[src/rtl/hib_pkg.sv]
package hib_pkg;
  typedef enum logic [1:0] {
    ST_RUN   = 2'd0,
    ST_HIB   = 2'd1,
    ST_FILT  = 2'd2,
    ST_RHOLD = 2'd3
  } hib_state_e;
endpackage

[src/rtl/hib_sync.sv]
module hib_sync #(
  parameter int STAGES = 2
) (
  input  logic clk,
  input  logic rst,
  input  logic din,
  output logic dout
);
  logic [STAGES-1:0] sr;

  always_ff @(posedge clk) begin
    if (rst) sr <= '0;
    else     sr <= {sr[STAGES-2:0], din};
  end

  assign dout = sr[STAGES-1];
endmodule

[src/rtl/hib_regs.sv]
module hib_regs #(
  parameter int DATA_W    = 32,
  parameter int ADDR_W    = 2,
  parameter int CNT_W     = 16,
  parameter int FIELD_LSB = 5,
  parameter int FILT_MSB  = 15,
  parameter int HOLD_MSB  = 11,
  parameter logic [ADDR_W-1:0] ADDR_CMD  = 0,
  parameter logic [ADDR_W-1:0] ADDR_FILT = 1,
  parameter logic [ADDR_W-1:0] ADDR_HOLD = 2
) (
  input  logic              clk,
  input  logic              rst,
  input  logic              wr_en,
  input  logic [ADDR_W-1:0] wr_addr,
  input  logic [DATA_W-1:0] wr_data,
  output logic              hib_req,
  output logic [CNT_W-1:0]  filt_val,
  output logic [CNT_W-1:0]  hold_val
);
  function automatic logic [DATA_W-1:0] mk_mask(input int msb, input int lsb);
    logic [DATA_W-1:0] m;
    m = '0;
    for (int i = lsb; i <= msb; i++) m[i] = 1'b1;
    return m;
  endfunction

  localparam logic [DATA_W-1:0] FILT_MASK = mk_mask(FILT_MSB, FIELD_LSB);
  localparam logic [DATA_W-1:0] HOLD_MASK = mk_mask(HOLD_MSB, FIELD_LSB);

  logic [DATA_W-1:0] filt_sat, hold_sat;

  // Clamp oversize values to the full field, otherwise keep the field bits
  always_comb begin
    filt_sat = (wr_data > FILT_MASK) ? FILT_MASK : (wr_data & FILT_MASK);
    hold_sat = (wr_data > HOLD_MASK) ? HOLD_MASK : (wr_data & HOLD_MASK);
  end

  assign hib_req = wr_en && (wr_addr == ADDR_CMD) && wr_data[0];

  always_ff @(posedge clk) begin
    if (rst) begin
      filt_val <= '0;
      hold_val <= '0;
    end else if (wr_en) begin
      if (wr_addr == ADDR_FILT) filt_val <= filt_sat[CNT_W-1:0];
      if (wr_addr == ADDR_HOLD) hold_val <= hold_sat[CNT_W-1:0];
    end
  end

  // filter field never holds bits outside its mask
  p_filt_clean_r3: assert property (@(posedge clk) disable iff (rst)
    (filt_val & ~FILT_MASK[CNT_W-1:0]) == '0);
  // hold field never holds bits outside its mask
  p_hold_clean_r4: assert property (@(posedge clk) disable iff (rst)
    (hold_val & ~HOLD_MASK[CNT_W-1:0]) == '0);
  // an oversize write leaves the field at full mask
  p_sat_filt_r5: assert property (@(posedge clk) disable iff (rst)
    (wr_en && wr_addr == ADDR_FILT && wr_data > FILT_MASK)
      |=> (filt_val == FILT_MASK[CNT_W-1:0]));
endmodule

[src/rtl/hib_fsm.sv]
module hib_fsm
  import hib_pkg::*;
#(
  parameter int CNT_W = 16
) (
  input  logic             clk,
  input  logic             rst,
  input  logic             hib_req,
  input  logic             wake_s,
  input  logic [CNT_W-1:0] filt_val,
  input  logic [CNT_W-1:0] hold_val,
  output logic             pwr_en,
  output logic             sys_rst_n
);
  hib_state_e st, st_n;
  logic [CNT_W-1:0] cnt, cnt_n;

  always_comb begin
    st_n  = st;
    cnt_n = cnt;
    unique case (st)
      ST_RUN: begin
        cnt_n = '0;
        if (hib_req) st_n = ST_HIB;
      end
      ST_HIB: begin
        cnt_n = '0;
        if (wake_s) begin
          if (filt_val == '0) st_n = ST_RHOLD;
          else begin
            st_n  = ST_FILT;
            cnt_n = CNT_W'(1);
          end
        end
      end
      ST_FILT: begin
        if (!wake_s) begin
          st_n  = ST_HIB;
          cnt_n = '0;
        end else if (cnt >= filt_val) begin
          st_n  = ST_RHOLD;
          cnt_n = '0;
        end else begin
          cnt_n = cnt + CNT_W'(1);
        end
      end
      ST_RHOLD: begin
        if (cnt >= hold_val) begin
          st_n  = ST_RUN;
          cnt_n = '0;
        end else begin
          cnt_n = cnt + CNT_W'(1);
        end
      end
      default: begin
        st_n  = ST_RUN;
        cnt_n = '0;
      end
    endcase
  end

  always_ff @(posedge clk) begin
    if (rst) begin
      st        <= ST_RUN;
      cnt       <= '0;
      pwr_en    <= 1'b1;
      sys_rst_n <= 1'b1;
    end else begin
      st        <= st_n;
      cnt       <= cnt_n;
      pwr_en    <= (st_n == ST_RUN) || (st_n == ST_RHOLD);
      sys_rst_n <= (st_n == ST_RUN);
    end
  end

  // accepted hibernate command removes power next cycle
  p_hib_entry_r1: assert property (@(posedge clk) disable iff (rst)
    (st == ST_RUN && hib_req) |=> (!pwr_en && !sys_rst_n));
  // command outside the running state does not drop power in reset hold
  p_cmd_ignored_r2: assert property (@(posedge clk) disable iff (rst)
    (st == ST_RHOLD && hib_req) |=> pwr_en);
  // power returns only after a synchronised pin sample
  p_wake_pin_r6: assert property (@(posedge clk) disable iff (rst)
    $rose(pwr_en) |-> $past(wake_s));
  // a drop of the pin during filtering returns to hibernation
  p_filt_drop_r7: assert property (@(posedge clk) disable iff (rst)
    (st == ST_FILT && !wake_s) |=> (st == ST_HIB && !pwr_en));
  // reset release only with power already on
  p_release_r8: assert property (@(posedge clk) disable iff (rst)
    $rose(sys_rst_n) |-> (pwr_en && $past(pwr_en)));
  // reset is held whenever power is off
  p_rst_with_pwr_r10: assert property (@(posedge clk) disable iff (rst)
    !pwr_en |-> !sys_rst_n);
  // running state without command keeps both outputs high
  p_run_steady_r11: assert property (@(posedge clk) disable iff (rst)
    (st == ST_RUN && !hib_req) |=> (pwr_en && sys_rst_n));
endmodule

[src/rtl/hib_wake_seq.sv]
module hib_wake_seq #(
  parameter int DATA_W    = 32,
  parameter int ADDR_W    = 2,
  parameter int CNT_W     = 16,
  parameter int SYNC_LEN  = 2,
  parameter int FIELD_LSB = 5,
  parameter int FILT_MSB  = 15,
  parameter int HOLD_MSB  = 11
) (
  input  logic              clk,
  input  logic              rst,
  input  logic              wr_en,
  input  logic [ADDR_W-1:0] wr_addr,
  input  logic [DATA_W-1:0] wr_data,
  input  logic              wake_pin,
  output logic              pwr_en,
  output logic              sys_rst_n
);
  logic             hib_req;
  logic             wake_s;
  logic [CNT_W-1:0] filt_val, hold_val;

  hib_sync #(.STAGES(SYNC_LEN)) sync_i (
    .clk (clk),
    .rst (rst),
    .din (wake_pin),
    .dout(wake_s)
  );

  hib_regs #(
    .DATA_W   (DATA_W),
    .ADDR_W   (ADDR_W),
    .CNT_W    (CNT_W),
    .FIELD_LSB(FIELD_LSB),
    .FILT_MSB (FILT_MSB),
    .HOLD_MSB (HOLD_MSB)
  ) regs_i (
    .clk     (clk),
    .rst     (rst),
    .wr_en   (wr_en),
    .wr_addr (wr_addr),
    .wr_data (wr_data),
    .hib_req (hib_req),
    .filt_val(filt_val),
    .hold_val(hold_val)
  );

  hib_fsm #(.CNT_W(CNT_W)) fsm_i (
    .clk      (clk),
    .rst      (rst),
    .hib_req  (hib_req),
    .wake_s   (wake_s),
    .filt_val (filt_val),
    .hold_val (hold_val),
    .pwr_en   (pwr_en),
    .sys_rst_n(sys_rst_n)
  );
endmodule

[config.mk]
export PLATFORM = sky130hd
export DESIGN_NAME = hib_wake_seq
export DESIGN_NICKNAME = d
export VERILOG_FILES = /design/src/rtl/hib_pkg.sv /design/src/rtl/hib_sync.sv /design/src/rtl/hib_regs.sv /design/src/rtl/hib_fsm.sv /design/src/rtl/hib_wake_seq.sv
export SDC_FILE = /design/constraint.sdc
export NUM_CORES = 1
export LEC_CHECK = 0
export BUFFER_PORTS_ARGS = -buffer_cell sky130_fd_sc_hd__buf_2
export CORE_MARGIN = 5
export CORE_UTILIZATION = 56
export DETAILED_ROUTE_END_ITERATION = 10
export PLACE_DENSITY = 0.88
export SLEW_MARGIN = 15
export SYNTH_ARGS = -nofsm -noshare
export SYNTH_HDL_FRONTEND = slang
export SYNTH_SLANG_ARGS = --single-unit
[constraint.sdc]
create_clock -name clk -period 3.6 [get_ports clk]
set_input_delay 0.72 -clock clk [delete_from_list [all_inputs] [get_ports clk]]
set_output_delay 0.72 -clock clk [all_outputs]
set_load 0.02 [all_outputs]
==> results of run 1 <==
[worst min path at each step]
stage	endpoint	cells after the start	start	slack, ps
2_1_floorplan	sync_i.sr[1]$_SDFF_PP0_	1	sync_i.sr[0]$_SDFF_PP0_	410
3_3_place_gp	sync_i.sr[1]$_SDFF_PP0_	1	sync_i.sr[0]$_SDFF_PP0_	420
3_5_place_dp	sync_i.sr[1]$_SDFF_PP0_	1	sync_i.sr[0]$_SDFF_PP0_	440
4_1_cts	sync_i.sr[1]$_SDFF_PP0_	1	sync_i.sr[0]$_SDFF_PP0_	450
5_1_grt	sync_i.sr[1]$_SDFF_PP0_	1	sync_i.sr[0]$_SDFF_PP0_	460
6_report	sync_i.sr[1]$_SDFF_PP0_	1	sync_i.sr[0]$_SDFF_PP0_	450
[stage by stage]
| stage | power, mW | instances | instance area [um^2] |
|---|---|---|---|
| 6_report | 0.9956 | 353 | 2654 |
| 3_3_place_gp | 0.6009 | 345 | 2527 |
| 2_1_floorplan | 0.5575 | 264 | 2305 |
| 3_5_place_dp | 0.6060 | 345 | 2527 |
| 4_1_cts | 0.9957 | 353 | 2654 |
| 5_1_grt | 1.034 | 353 | 2654 |
[layout by cell type (no fill, tap or decap), types with 2 or more instances in the layout]
cell type / synthesis / layout
sky130_fd_sc_hd__nor3_1: 18 / 18
sky130_fd_sc_hd__a221oi_1: 5 / 5
sky130_fd_sc_hd__a21oi_1: 4 / 4
sky130_fd_sc_hd__dfxtp_1: 40 / 40
sky130_fd_sc_hd__clkbuf_8: 0 / 7
sky130_fd_sc_hd__nand4_1: 10 / 10
sky130_fd_sc_hd__xnor2_1: 7 / 7
sky130_fd_sc_hd__o21ai_0: 2 / 2
sky130_fd_sc_hd__nand2_1: 10 / 10
sky130_fd_sc_hd__nor4_1: 7 / 7
sky130_fd_sc_hd__and3b_1: 2 / 2
sky130_fd_sc_hd__nand3_1: 12 / 12
sky130_fd_sc_hd__nand2b_1: 2 / 2
sky130_fd_sc_hd__nor2b_1: 5 / 5
sky130_fd_sc_hd__and3_1: 3 / 3
sky130_fd_sc_hd__buf_2: 1 / 39
sky130_fd_sc_hd__nor2_1: 24 / 24
sky130_fd_sc_hd__ha_1: 21 / 21
sky130_fd_sc_hd__a31oi_1: 2 / 2
sky130_fd_sc_hd__a211oi_1: 16 / 16
sky130_fd_sc_hd__inv_1: 30 / 30
sky130_fd_sc_hd__xor2_1: 7 / 7
sky130_fd_sc_hd__a211oi_2: 8 / 8
sky130_fd_sc_hd__and4_1: 4 / 4
[worst max-delay path: stages, from the launching register on]
cell and delay, ps:
sky130_fd_sc_hd__dfxtp_1 370, sky130_fd_sc_hd__ha_1 210, sky130_fd_sc_hd__or4_1 510, sky130_fd_sc_hd__or3_4 350, sky130_fd_sc_hd__a211oi_4 270, sky130_fd_sc_hd__nand2_4 200
sky130_fd_sc_hd__a2bb2o_1 340, sky130_fd_sc_hd__ha_1 170, sky130_fd_sc_hd__or2_2 270
[sequential cells by signal, indices dropped and copies added, names as in the netlist]
signal,flops
fsm_i.st,2
regs_i.filt_val,11
fsm_i.cnt,16
fsm_i.sys_rst_n,1
fsm_i.pwr_en,1
sync_i.sr,2
regs_i.hold_val,7
[cell families (layout without fill, tap and decap cells)]
kind of cell,count (synthesis),in the layout,share of synthesized area
flops,40,40,0.3474
fa+ha+maj,21,21,0.1140
buf+inv,39,78,0.06731
xor+xnor,14,14,0.05320
simple gates,105,105,0.2465
compound gates,45,45,0.1716
[final cells by class]
class	count	area share
clock inverter	1	0.01132
sequential	40	0.3017
clock buffer	7	0.03630
multi-input combinational	185	0.5082
timing repair buffer	40	0.07638
tap	50	0.02357
inverter	30	0.04243
[per-layer routing]
layer  GRT usage  vias up
li1            -     1030
met1      0.2642      941
met2      0.3593       80
met3     0.04189        8
met4     0.08451        0
met5           0        -
[where the power goes]
part / switching [mW] / total, mW / internal, mW
clock network: 0.153 / 0.397 / 0.245
registers: 0.0115 / 0.471 / 0.460
logic: 0.0726 / 0.127 / 0.0545
total: 0.237 / 0.996 / 0.759
==> results by stage, run 1 <==
CTS:
- TritonCTS created 5 clock buffers.
- Counting every sink on the clock net gives 40.
- TritonCTS built the clock tree.
- The number of gates resized after CTS was 0.
- The H-tree was split into 2 levels.
- After clock tree synthesis, the clock-pin slew on the worst setup and hold paths is 80 ps.
- The maximum buffer depth of the clock tree is 2.
- The root buffer selected by CTS is sky130_fd_sc_hd__clkbuf_8.
- The quantity of hold-fixing buffers added after cts is 0.
- In this run the post-CTS setup repair buffer count came out at 0.
- The insertion delay to the later sink of the worst-skew pair is 290 ps.

Finish:
- The multi-input combinational cell area is 1349 um^2.
- The ratio of cells with drive above 1 in the final layout is 0.2013.
- Measured on the finished design, the core utilization comes to 0.6634.
- The register area is 800.8 um^2.
- The net count of the finished layout is 361.
- The layout filler cell count is 314.
- The count of inserted antenna diode cells is 0.
- The layout overhead on the synthesized area is 15.15%.

Worst setup path:
- The maximum fanout along the worst path is 19.
- The arrival time of data at the critical path endpoint is 2970 ps.
- In this run the worst setup path terminates at fsm_i.sys_rst_n$_SDFF_PP1_.
- The most critical setup path has its startpoint at fsm_i.cnt[11]$_SDFF_PP0_.
- STA classifies the critical path endpoint as a register.
- The setup slack on the worst flop-to-flop path is 820 ps.
- The worst register-to-register path ends at fsm_i.sys_rst_n$_SDFF_PP1_.
- The sort of element at the start of the critical path is a register.
- The type of the setup path with the least slack is reg -> reg.
- The worst reg2reg path startpoint is fsm_i.cnt[11]$_SDFF_PP0_.
- The cell depth of the worst flop-to-flop path is 8.
- Data on the critical path is required at its endpoint by 3790 ps.

STA:
- The worst pin sits at a relative slew slack of 0.4819.
- The setup TNS after final layout is 0 ps.
- For the pin with the worst max-slew slack, the measured transition is 774.9 ps.
- The number of hold violations in the final report is 0.
- Final hold analysis gives a worst-case slack of 448.2 ps.
- The post-route clock period utilization is 0.7733.
- The setup violation total in the final timing report is 0.
- Once routing completed, OpenROAD measured the worst setup slack at 816.0 ps.
- The highest clock rate is 359.2 MHz.
- Setup repair after global routing left no endpoint under its margin.
- Between clock sinks in the finished design, the worst skew comes to 9.668 ps.
- The count of final max-slew check failures came to 0.
- The shortest clock period the worst path allows after layout is 2784 ps.

Power:
- Power spread over the standard cell area amounts to 375.2 nW/um^2.
- The worst-case IR drop observed on VDD is 224.5 uV.
- Summed over all cells, the static leakage comes to 1.031 nW.

Global routing:
- In the global route stage, overall resource usage came out at 0.2120.
- Entering global routing, the biggest net connects 26 pins.
- The via count of the first global-routing pass is 1998.
- The initial antenna violation count is 0.
- The global-route congestion overflow total is 0.
- The first global-routing pass estimated 8921 um of wire.

Logic synthesis:
- By area the synthesized netlist is led by sky130_fd_sc_hd__dfxtp_1 35%, sky130_fd_sc_hd__ha_1 11%, sky130_fd_sc_hd__a211oi_1 5.2%, sky130_fd_sc_hd__inv_1 4.9%, sky130_fd_sc_hd__a211oi_2 4.3%.
- The count of state elements after synthesis is 40.
- Counting flops with a built-in enable in the synthesized netlist gives 0.
- Counting every instance in the synthesized netlist gives 264.
- Counting every net in the synthesized netlist gives 323.
- Counting flops with an async set or reset pin after synthesis yields a share of 0.
- For this run, the register share of the synthesized area comes to 0.3474.
- The number of synthesis warnings is 0.
- The most used flip-flop cell after synthesis is sky130_fd_sc_hd__dfxtp_1.
- The area share of the largest cell type after synthesis is 0.3474.
- The synthesized netlist contains 42 unique library cells.
- The cell area after synthesis is 2305 um^2.
- After synthesis, the most frequently instantiated cells are 40 x sky130_fd_sc_hd__dfxtp_1, 30 x sky130_fd_sc_hd__inv_1, 24 x sky130_fd_sc_hd__nor2_1.
- The average instance area after synthesis is 8.730 um^2.
- Yosys instantiated no cell more often than sky130_fd_sc_hd__dfxtp_1.
- Summed over all instances, the cell type with the most area after synthesis is sky130_fd_sc_hd__dfxtp_1.

Floorplanning:
- The region available for standard cell placement spans 4000 um^2.
- The die boundary height is 74.15 um.
- Row generation in the floorplan step produced 23 rows.
- The die covers 5498 um^2.
- From left edge to right edge, the die measures 74.15 um.
- For this configuration, the core starts out at a cell density of 0.5762.
- 40 I/O pins were placed.

Placement:
- OpenSTA, run right after detailed placement, puts the worst setup slack at 829.4 ps.
- Buffers placed on the I/O ports in this run total 39.
- Routability-driven placement finished with a final weighted congestion of 0.9076.
- The HPWL after detailed placement is 4090 um.

Route:
- The detailed router placed 2059 vias in this run.
- The number of iterations in the first detailed-routing pass is 4.
- Dividing the detail-routed via count by the number of cells gives 5.833.
- The met3 layer wire length in the routed design is 375 um.
- The highest metal layer used by the detailed router is met4.
- The post-detailed-route DRC marker count is 0.
- Dividing the detail-routed wire length by the instance count gives 15.18 um.
- The routed wire length is 5360 um.
- The post-detailed-route count of antenna-violating nets is 0.
- Wire segments on met2 add up to 2574 um in the final route.
- In the final routing, the length of wire on met1 measures 2336 um.
- In this run, the number of DRC markers left after iteration 0 of detailed routing was 142.

Status:
- The run finished with clean final reports.

Hold path:
- In this run the worst hold path is classified as reg -> reg.

Flow run:
- The tool flagged a number of max-cap violations equal to 0.
Power figures use the tool's default switching activity.
==> run 2, diff against run 1 <==
ABC_AREA = 1   (was default)
CORE_UTILIZATION = 57   (was 56)
clock period = 2.8 ns   (was 3.6 ns; I/O delays follow)
==> results by stage, run 2 <==
Finish:
- The layout overhead on the synthesized area is 12.04% (was 15.15%).
- The layout filler cell count is 379 (was 314).
- The register with the highest flop count is fsm_i.cnt (unchanged).
- The ratio of cells with drive above 1 in the final layout is 0.1878 (was 0.2013).
- The post-layout instance count excluding filler cells is 446 (was 353).
- The most frequent standard cell in the layout excluding fill and tap cells is sky130_fd_sc_hd__inv_1 (was sky130_fd_sc_hd__dfxtp_1).
- The count of inserted antenna diode cells is 0 (unchanged).
- The register area is 800.8 um^2 (unchanged).
- Largest registers: fsm_i.cnt: 16 flops, regs_i.filt_val: 11 flops, regs_i.hold_val: 7 flops (unchanged).
- Commonest cells after routing, fill and taps aside: 61 x sky130_fd_sc_hd__inv_1, 52 x sky130_fd_sc_hd__nand2_1, 40 x sky130_fd_sc_hd__dfxtp_1 (was 40 x sky130_fd_sc_hd__dfxtp_1, 39 x sky130_fd_sc_hd__buf_2, 30 x sky130_fd_sc_hd__inv_1).
- The number of flip-flops under the largest register name is 16 (unchanged).
- The final net count is 452 (was 361).
- The multi-input combinational cell area is 1513 um^2 (was 1349 um^2).

STA:
- The worst slew slack as a fraction of its limit is 0.4734 (was 0.4819).
- The setup TNS after final layout was 0 ps (unchanged).
- The setup violation total in the final timing report is 0 (unchanged).
- The count of final max-slew check failures was 0 (unchanged).
- The post-route clock period utilization was 0.7931 (was 0.7733).
- The worst hold slack after final layout came to 412.9 ps (was 448.2 ps).
- The worst clock skew is 8.357 ps (was 9.668 ps).
- The shortest clock period the worst path allows after layout is 2221 ps (was 2784 ps).
- The highest clock rate was 450.3 MHz (was 359.2 MHz).
- Unrepaired setup endpoints after global routing: no (unchanged).
- The slew at the pin with the worst max-slew slack is 787.7 ps (was 774.9 ps).
- The final worst setup slack is 579.4 ps (was 816.0 ps).
- The number of hold violations in the final report is 0 (unchanged).

Logic synthesis:
- The number of different library cells in the post-synthesis netlist came to 35 (was 42).
- The number of synthesized flops with an enable pin is 0 (unchanged).
- The sequential share of the synthesized area is 0.3081 (was 0.3474).
- The leading cell type by number of instances after synthesis was sky130_fd_sc_hd__inv_1 (was sky130_fd_sc_hd__dfxtp_1).
- The share of flip-flops with an asynchronous set or reset after synthesis is 0 (unchanged).
- The synthesized instance count is 353 (was 264).
- The count of state elements after synthesis is 40 (unchanged).
- Top cells by area in the synthesized netlist: sky130_fd_sc_hd__dfxtp_1 31%, sky130_fd_sc_hd__ha_1 10%, sky130_fd_sc_hd__inv_1 8.8%, sky130_fd_sc_hd__nand2_1 7.5%, sky130_fd_sc_hd__nor2_1 5.2% (was sky130_fd_sc_hd__dfxtp_1 35%, sky130_fd_sc_hd__ha_1 11%, sky130_fd_sc_hd__a211oi_1 5.2%, sky130_fd_sc_hd__inv_1 4.9%, sky130_fd_sc_hd__a211oi_2 4.3%).
- Most common library cells after synthesis: 61 x sky130_fd_sc_hd__inv_1, 52 x sky130_fd_sc_hd__nand2_1, 40 x sky130_fd_sc_hd__dfxtp_1 (was 40 x sky130_fd_sc_hd__dfxtp_1, 30 x sky130_fd_sc_hd__inv_1, 24 x sky130_fd_sc_hd__nor2_1).
- The dominant cell type by area after synthesis is sky130_fd_sc_hd__dfxtp_1 (unchanged).
- The net count after synthesis is 412 (was 323).
- The number of synthesis warnings came to 0 (unchanged).
- The cell area after synthesis is 2599 um^2 (was 2305 um^2).
- The average instance area after synthesis is 7.362 um^2 (was 8.730 um^2).
- The area share of the largest cell type after synthesis was 0.3081 (was 0.3474).
- The dominant synthesized flop cell is sky130_fd_sc_hd__dfxtp_1 (unchanged).

CTS:
- The TritonCTS clock tree is done (unchanged).
- The clock input transition at the sequential cells of the worst setup and hold paths came to 80 ps (about the same).
- The insertion delay to the later sink of the worst-skew pair is 300 ps (was 290 ps).
- The root buffer selected by CTS is sky130_fd_sc_hd__clkbuf_8 (unchanged).
- The number of post-CTS setup repair buffers is 0 (unchanged).
- The maximum buffer depth of the clock tree is 2 (unchanged).
- The number of levels in the clock H-tree was 2 (unchanged).
- The number of clock sinks came to 40 (unchanged).
- The quantity of hold-fixing buffers added after cts was 0 (unchanged).
- The number of gates resized after cts is 0 (unchanged).
- The total clock buffers created by CTS is 5 (unchanged).

Floorplanning:
- The die area came to 6009 um^2 (was 5498 um^2).
- The die boundary height is 77.52 um (was 74.15 um).
- The initial core utilization is 0.5928 (was 0.5762).
- The horizontal die dimension was 77.52 um (was 74.15 um).
- The I/O pin count is 40 (unchanged).
- The core region area is 4384 um^2 (was 4000 um^2).
- The row count came to 24 (was 23).

Route:
- The via count was 2427 (was 2059).
- The number of iterations in the first detailed-routing pass is 4 (unchanged).
- The routed wire length per instance is 14.21 um (was 15.18 um).
- The number of vias per cell is 5.442 (was 5.833).
- The post-detailed-route DRC marker count came to 0 (unchanged).
- The number of DRC markers in iteration 0 is 146 (was 142).
- The post-detailed-route count of antenna-violating nets is 0 (unchanged).
- The routed wire length is 6339 um (was 5360 um).

Global routing:
- The global-route congestion overflow total came to 0 (unchanged).
- The via count of the first global-routing pass is 2372 (was 1998).
- The maximum number of pins on one net before global-route repair came to 23 (was 26).
- The wire length of the first global-routing pass is 10930 um (was 8921 um).
- The initial antenna violation count is 0 (unchanged).
- The overall fraction of global-route tracks in use is 0.2222 (was 0.2120).

Worst setup path:
- The cell depth of the worst flop-to-flop path is 13 (was 8).
- The type of destination of the critical path was a register (unchanged).
- The arrival time of data at the critical path endpoint is 2410 ps (was 2970 ps).
- The sort of element at the start of the critical path is a register (unchanged).
- The type of the setup path with the least slack is reg -> reg (unchanged).
- The critical path data required time is 2990 ps (was 3790 ps).
- The maximum fanout along the worst path is 8 (was 19).

Hold path:
- The worst hold path stage count was 2 (was 1).
- The worst hold-check path type was reg -> reg (unchanged).

Placement:
- The worst slack at placement came to 652.3 ps (was 829.4 ps).
- The number of placed cells counting well taps is 438 (was 345).
- The final estimated routing congestion in global placement came to 0.9841 (was 0.9076).
- The quantity of I/O buffers inserted on ports is 39 (unchanged).
- The HPWL after detailed placement came to 4975 um (was 4090 um).

Flow run:
- The max capacitance violation total is 0 (unchanged).

Power:
- The leakage power figure is 1.405 nW (was 1.031 nW).
- The worst supply voltage drop on vdd came to 237.0 uV (was 224.5 uV).
- The power density over cell area is 400.6 nW/um^2 (was 375.2 nW/um^2).

Status:
- Result of the run: complete, no violations (unchanged).
## run 2: cell count changes in the layout (fill, tap and decap cells not counted), moves of 7 or more
cell / before / now
sky130_fd_sc_hd__o21ai_0: 2 / 9
sky130_fd_sc_hd__o31ai_1: 0 / 10
sky130_fd_sc_hd__a211oi_1: 16 / 0
sky130_fd_sc_hd__nand4_1: 10 / 17
sky130_fd_sc_hd__nand2_1: 10 / 52
sky130_fd_sc_hd__nor2_4: 0 / 10
sky130_fd_sc_hd__a21oi_1: 4 / 23
sky130_fd_sc_hd__inv_1: 30 / 61
sky130_fd_sc_hd__a211oi_2: 8 / 0
sky130_fd_sc_hd__nor2_1: 24 / 36
## run 2: routing by layer
layer | global-route usage | vias to the layer above | wire length (um)
li1 | - | 1236 | -
met2 | 0.3746 | 81 | 3049
met1 | 0.2925 | 1099 | 2870
met3 | 0.03588 | 11 | 317
met4 | 0.06357 | 0 | 101
met5 | 0 | - | 0
## run 2: stage by stage
step / cell area [um^2] / total power, mW / util
after detailed placement: 2818 / 0.7685 / 0.6427
after global placement: 2818 / 0.7652 / 0.6427
after global routing: 2912 / 1.218 / 0.6641
after CTS: 2912 / 1.168 / 0.6641
after floorplan: 2599 / 0.7106 / -
final: 2912 / 1.166 / 0.6641
## run 2: worst paths after layout
kind                      startpoint                         end  slack [ps]
max reg2reg  fsm_i.cnt[7]$_SDFF_PP0_  fsm_i.sys_rst_n$_SDFF_PP1_         580
min reg2reg  sync_i.sr[0]$_SDFF_PP0_     sync_i.sr[1]$_SDFF_PP0_         410
max          fsm_i.cnt[7]$_SDFF_PP0_  fsm_i.sys_rst_n$_SDFF_PP1_         580
min          sync_i.sr[0]$_SDFF_PP0_     sync_i.sr[1]$_SDFF_PP0_         410
## run 2: cells by family after synthesis
group / share of synthesized area
compound gates: 0.09918
xor+xnor: 0.04045
fa+ha+maj: 0.1011
buf+inv: 0.1098
flops: 0.3081
simple gates: 0.3414
## run 2: cell type report
| class | instances | share of cell area |
|---|---|---|
| multi-input combinational | 242 | 0.5196 |
| sequential | 40 | 0.2750 |
| inverter | 65 | 0.08380 |
| timing repair buffer | 39 | 0.06704 |
| clock buffer | 7 | 0.02965 |
| tap | 52 | 0.02235 |
| clock inverter | 1 | 0.002578 |
## run 2: worst max-delay path, stage by stage (launching register included)
cell                      delay, ps
sky130_fd_sc_hd__dfxtp_1        540
sky130_fd_sc_hd__ha_1           310
sky130_fd_sc_hd__nand2_1        100
sky130_fd_sc_hd__nor2_1          60
sky130_fd_sc_hd__nor3_1         130
sky130_fd_sc_hd__nand2_1         80
sky130_fd_sc_hd__nand2_1         60
sky130_fd_sc_hd__nand2_1         60
sky130_fd_sc_hd__nand2_2         60
sky130_fd_sc_hd__nand2_2         60
sky130_fd_sc_hd__nand2_1         60
sky130_fd_sc_hd__o21ai_0        120
sky130_fd_sc_hd__ha_1           200
sky130_fd_sc_hd__or2_2          260
## run 2: power breakdown
part           switching, mW  internal (mW)  total (mW)
Clock                  0.206          0.200       0.406
Sequential            0.0112          0.585       0.597
Combinational         0.0970         0.0666       0.164
==> run 3, diff against run 2 <==
clock period = 2.3 ns   (was 2.8 ns; I/O delays follow)
==> results by stage, run 3 (synthesis results as in run 2) <==
STA:
- The worst slew slack as a fraction of its limit was 0.6908 (was 0.4734).
- The number of hold violations in the final report is 0 (unchanged).
- The final worst setup slack was 161.4 ps (was 579.4 ps).
- The setup violation total in the final timing report came to 0 (unchanged).
- The setup TNS after final layout is 0 ps (unchanged).
- The post-route clock period utilization is 0.9298 (was 0.7931).
- The slew at the pin with the worst max-slew slack came to 461.3 ps (was 787.7 ps).
- The count of final max-slew check failures is 0 (unchanged).
- The worst clock skew is 8.354 ps (was 8.357 ps).
- The highest clock rate is 467.6 MHz (was 450.3 MHz).
- Unrepaired setup endpoints after global routing: no (unchanged).
- The shortest clock period the worst path allows after layout is 2139 ps (was 2221 ps).

Floorplanning:
- The row count is 24 (unchanged).
- The core region area is 4384 um^2 (unchanged).
- The die boundary height is 77.52 um (unchanged).
- The I/O pin count is 40 (unchanged).
- The die area is 6009 um^2 (unchanged).
- The horizontal die dimension is 77.52 um (unchanged).
- The initial core utilization is 0.5928 (unchanged).

Finish:
- The layout overhead on the synthesized area is 12.85% (was 12.04%).
- The layout filler cell count is 350 (was 379).
- The most frequent standard cell in the layout excluding fill and tap cells was sky130_fd_sc_hd__inv_1 (unchanged).
- The ratio of cells with drive above 1 in the final layout came to 0.1960 (was 0.1878).
- Commonest cells after routing, fill and taps aside: 61 x sky130_fd_sc_hd__inv_1, 52 x sky130_fd_sc_hd__nand2_1, 40 x sky130_fd_sc_hd__dfxtp_1 (unchanged).
- The register with the highest flop count was fsm_i.cnt (unchanged).
- The final net count came to 457 (was 452).
- The count of inserted antenna diode cells is 0 (unchanged).
- The number of flip-flops under the largest register name is 16 (unchanged).
- Largest registers: fsm_i.cnt: 16 flops, regs_i.filt_val: 11 flops, regs_i.hold_val: 7 flops (unchanged).
- The core occupancy in the finished layout is 0.6690 (was 0.6641).

Worst setup path:
- The critical path data required time is 2490 ps (was 2990 ps).
- The sort of element at the start of the critical path is a register (unchanged).
- Crit path cell chain: ha_1 -> nand2_1 -> inv_1 -> nor3_1 -> nand2_1 -> nand2_1 -> nand2_1 -> nand2_2 -> nand2_2 -> nand2_1 -> o21ai_0 -> ha_1 -> or2_2 (was ha_1 -> nand2_1 -> nor2_1 -> nor3_1 -> nand2_1 -> nand2_1 -> nand2_1 -> nand2_2 -> nand2_2 -> nand2_1 -> o21ai_0 -> ha_1 -> or2_2).
- The most frequent cell on the critical path is sky130_fd_sc_hd__nand2_1 (unchanged).
- The delay contributed by the slowest stage of the critical path is 500 ps (was 540 ps).
- The type of destination of the critical path is a register (unchanged).
- The type of the setup path with the least slack is reg -> reg (unchanged).
- The family with the most delay on the worst path was simple AND/OR/NAND/NOR gates (unchanged).
- The arrival time of data at the critical path endpoint is 2330 ps (was 2410 ps).
- The maximum fanout along the worst path is 8 (unchanged).
- The sum of buffers and inverters on the critical path is 1 (was 0).
- The cell at the slowest stage of the critical path was sky130_fd_sc_hd__dfxtp_1 (unchanged).

Placement:
- The worst slack at placement is 220.4 ps (was 652.3 ps).
- The quantity of I/O buffers inserted on ports is 39 (unchanged).
- The final estimated routing congestion in global placement is 0.9031 (was 0.9841).
- The HPWL after detailed placement is 5052 um (was 4975 um).

CTS:
- The number of levels in the clock H-tree came to 2 (unchanged).
- The insertion delay to the later sink of the worst-skew pair is 290 ps (was 300 ps).
- The number of clock sinks is 40 (unchanged).
- The quantity of hold-fixing buffers added after cts is 0 (unchanged).
- The number of post-CTS setup repair buffers is 0 (unchanged).
- The maximum buffer depth of the clock tree came to 2 (unchanged).
- The number of gates resized after cts is 0 (unchanged).
- The clock input transition at the sequential cells of the worst setup and hold paths is 80 ps (about the same).
- The total clock buffers created by CTS came to 5 (unchanged).
- The root buffer selected by CTS was sky130_fd_sc_hd__clkbuf_8 (unchanged).
- The TritonCTS clock tree is done (unchanged).

Power:
- The cell-internal power was 1.001 mW (was 0.8524 mW).
- The sequential share of power came to 0.533 (was 0.511).
- The worst supply voltage drop on vdd is 437.0 uV (was 237.0 uV).
- The leakage power figure is 1.428 nW (was 1.405 nW).
- The power share of the clock group is 0.323 (was 0.348).
- The power density over cell area is 464.4 nW/um^2 (was 400.6 nW/um^2).
- The switching portion of total power is 0.2650 (was 0.2693).
- The switching component of the power was 0.3609 mW (was 0.3141 mW).
- The combinational power share is 0.144 (was 0.140).

Route:
- The routed wire length per instance came to 13.82 um (was 14.21 um).
- The post-detailed-route count of antenna-violating nets is 0 (unchanged).
- The routed wire length is 6221 um (was 6339 um).
- The number of iterations in the first detailed-routing pass came to 4 (unchanged).
- The post-detailed-route DRC marker count was 0 (unchanged).
- The number of vias per cell came to 5.456 (was 5.442).
- The number of DRC markers in iteration 0 is 233 (was 146).
- The via count is 2455 (was 2427).

Status:
- Result of the run: complete, no violations (unchanged).

Global routing:
- The initial antenna violation count is 0 (unchanged).
- The via count of the first global-routing pass is 2287 (was 2372).
- The overall fraction of global-route tracks in use is 0.2124 (was 0.2222).
- The maximum number of pins on one net before global-route repair came to 23 (unchanged).
- The global-route congestion overflow total was 0 (unchanged).
- The wire length of the first global-routing pass is 10360 um (was 10930 um).

Flow run:
- The max capacitance violation total was 0 (unchanged).

Hold path:
- The worst hold-check path type is in -> reg (was reg -> reg).
-- run 3: cell types whose count changed in the layout (fill, tap and decap cells not counted) --
cell and change:
sky130_fd_sc_hd__clkinv_2 +1, sky130_fd_sc_hd__buf_4 +5, sky130_fd_sc_hd__clkbuf_8 -1, sky130_fd_sc_hd__clkinvlp_4 -1
-- run 3: tightest hold or removal path: stages --
cell and delay [ps]:
sky130_fd_sc_hd__buf_2 70, sky130_fd_sc_hd__inv_1 30, sky130_fd_sc_hd__nor2_1 60
-- run 3: area by class of cell --
type | count | area [um^2] | share of cell area
clock buffers | 6 | 72.57 | 0.02474
clock inverters | 1 | 5.005 | 0.001706
inverters | 65 | 244.0 | 0.08319
multi-input cells | 242 | 1513 | 0.5158
flip-flops and latches | 40 | 800.8 | 0.2730
well taps | 52 | 65.06 | 0.02218
repair buffers | 44 | 232.7 | 0.07935
-- run 3: power by group through the flow --
stage / sequential [mW] / clock [mW] / combinational (mW)
floorplan: 0.739 / 0 / 0.126
global placement: 0.740 / 0 / 0.191
detailed placement: 0.741 / 0 / 0.193
CTS: 0.725 / 0.443 / 0.195
global route: 0.727 / 0.478 / 0.223
finish: 0.725 / 0.440 / 0.196
-- run 3: final timing paths --
kind                            slack (ps)                          to  depth (start not counted)                    start
worst max register to register         160  fsm_i.sys_rst_n$_SDFF_PP1_                         13  fsm_i.cnt[7]$_SDFF_PP0_
worst max-delay path                   160  fsm_i.sys_rst_n$_SDFF_PP1_                         13  fsm_i.cnt[7]$_SDFF_PP0_
worst min register to register         400     sync_i.sr[1]$_SDFF_PP0_                          2  sync_i.sr[0]$_SDFF_PP0_
worst min-delay path                   370     sync_i.sr[0]$_SDFF_PP0_                          3                 wake_pin
-- run 3: metrics by stage --
step	instances	power (mW)	instance area [um^2]	hold slack [ps]
floorplan	353	0.8650	2599	388.3
global placement	443	0.9312	2855	398.3
detailed placement	443	0.9344	2855	396.7
CTS	450	1.363	2933	367.4
global route	450	1.428	2933	357.9
finish	450	1.362	2933	365.6
-- run 3: layer usage --
layer	global-route usage	wire, um	up-vias	part of all wire
met1	0.2837	2756	1125	0.44
met4	0.07045	123	0	0.020
li1	-	-	1240	-
met2	0.3443	3011	75	0.48
met3	0.04051	330	15	0.053
met5	0	0	-	0
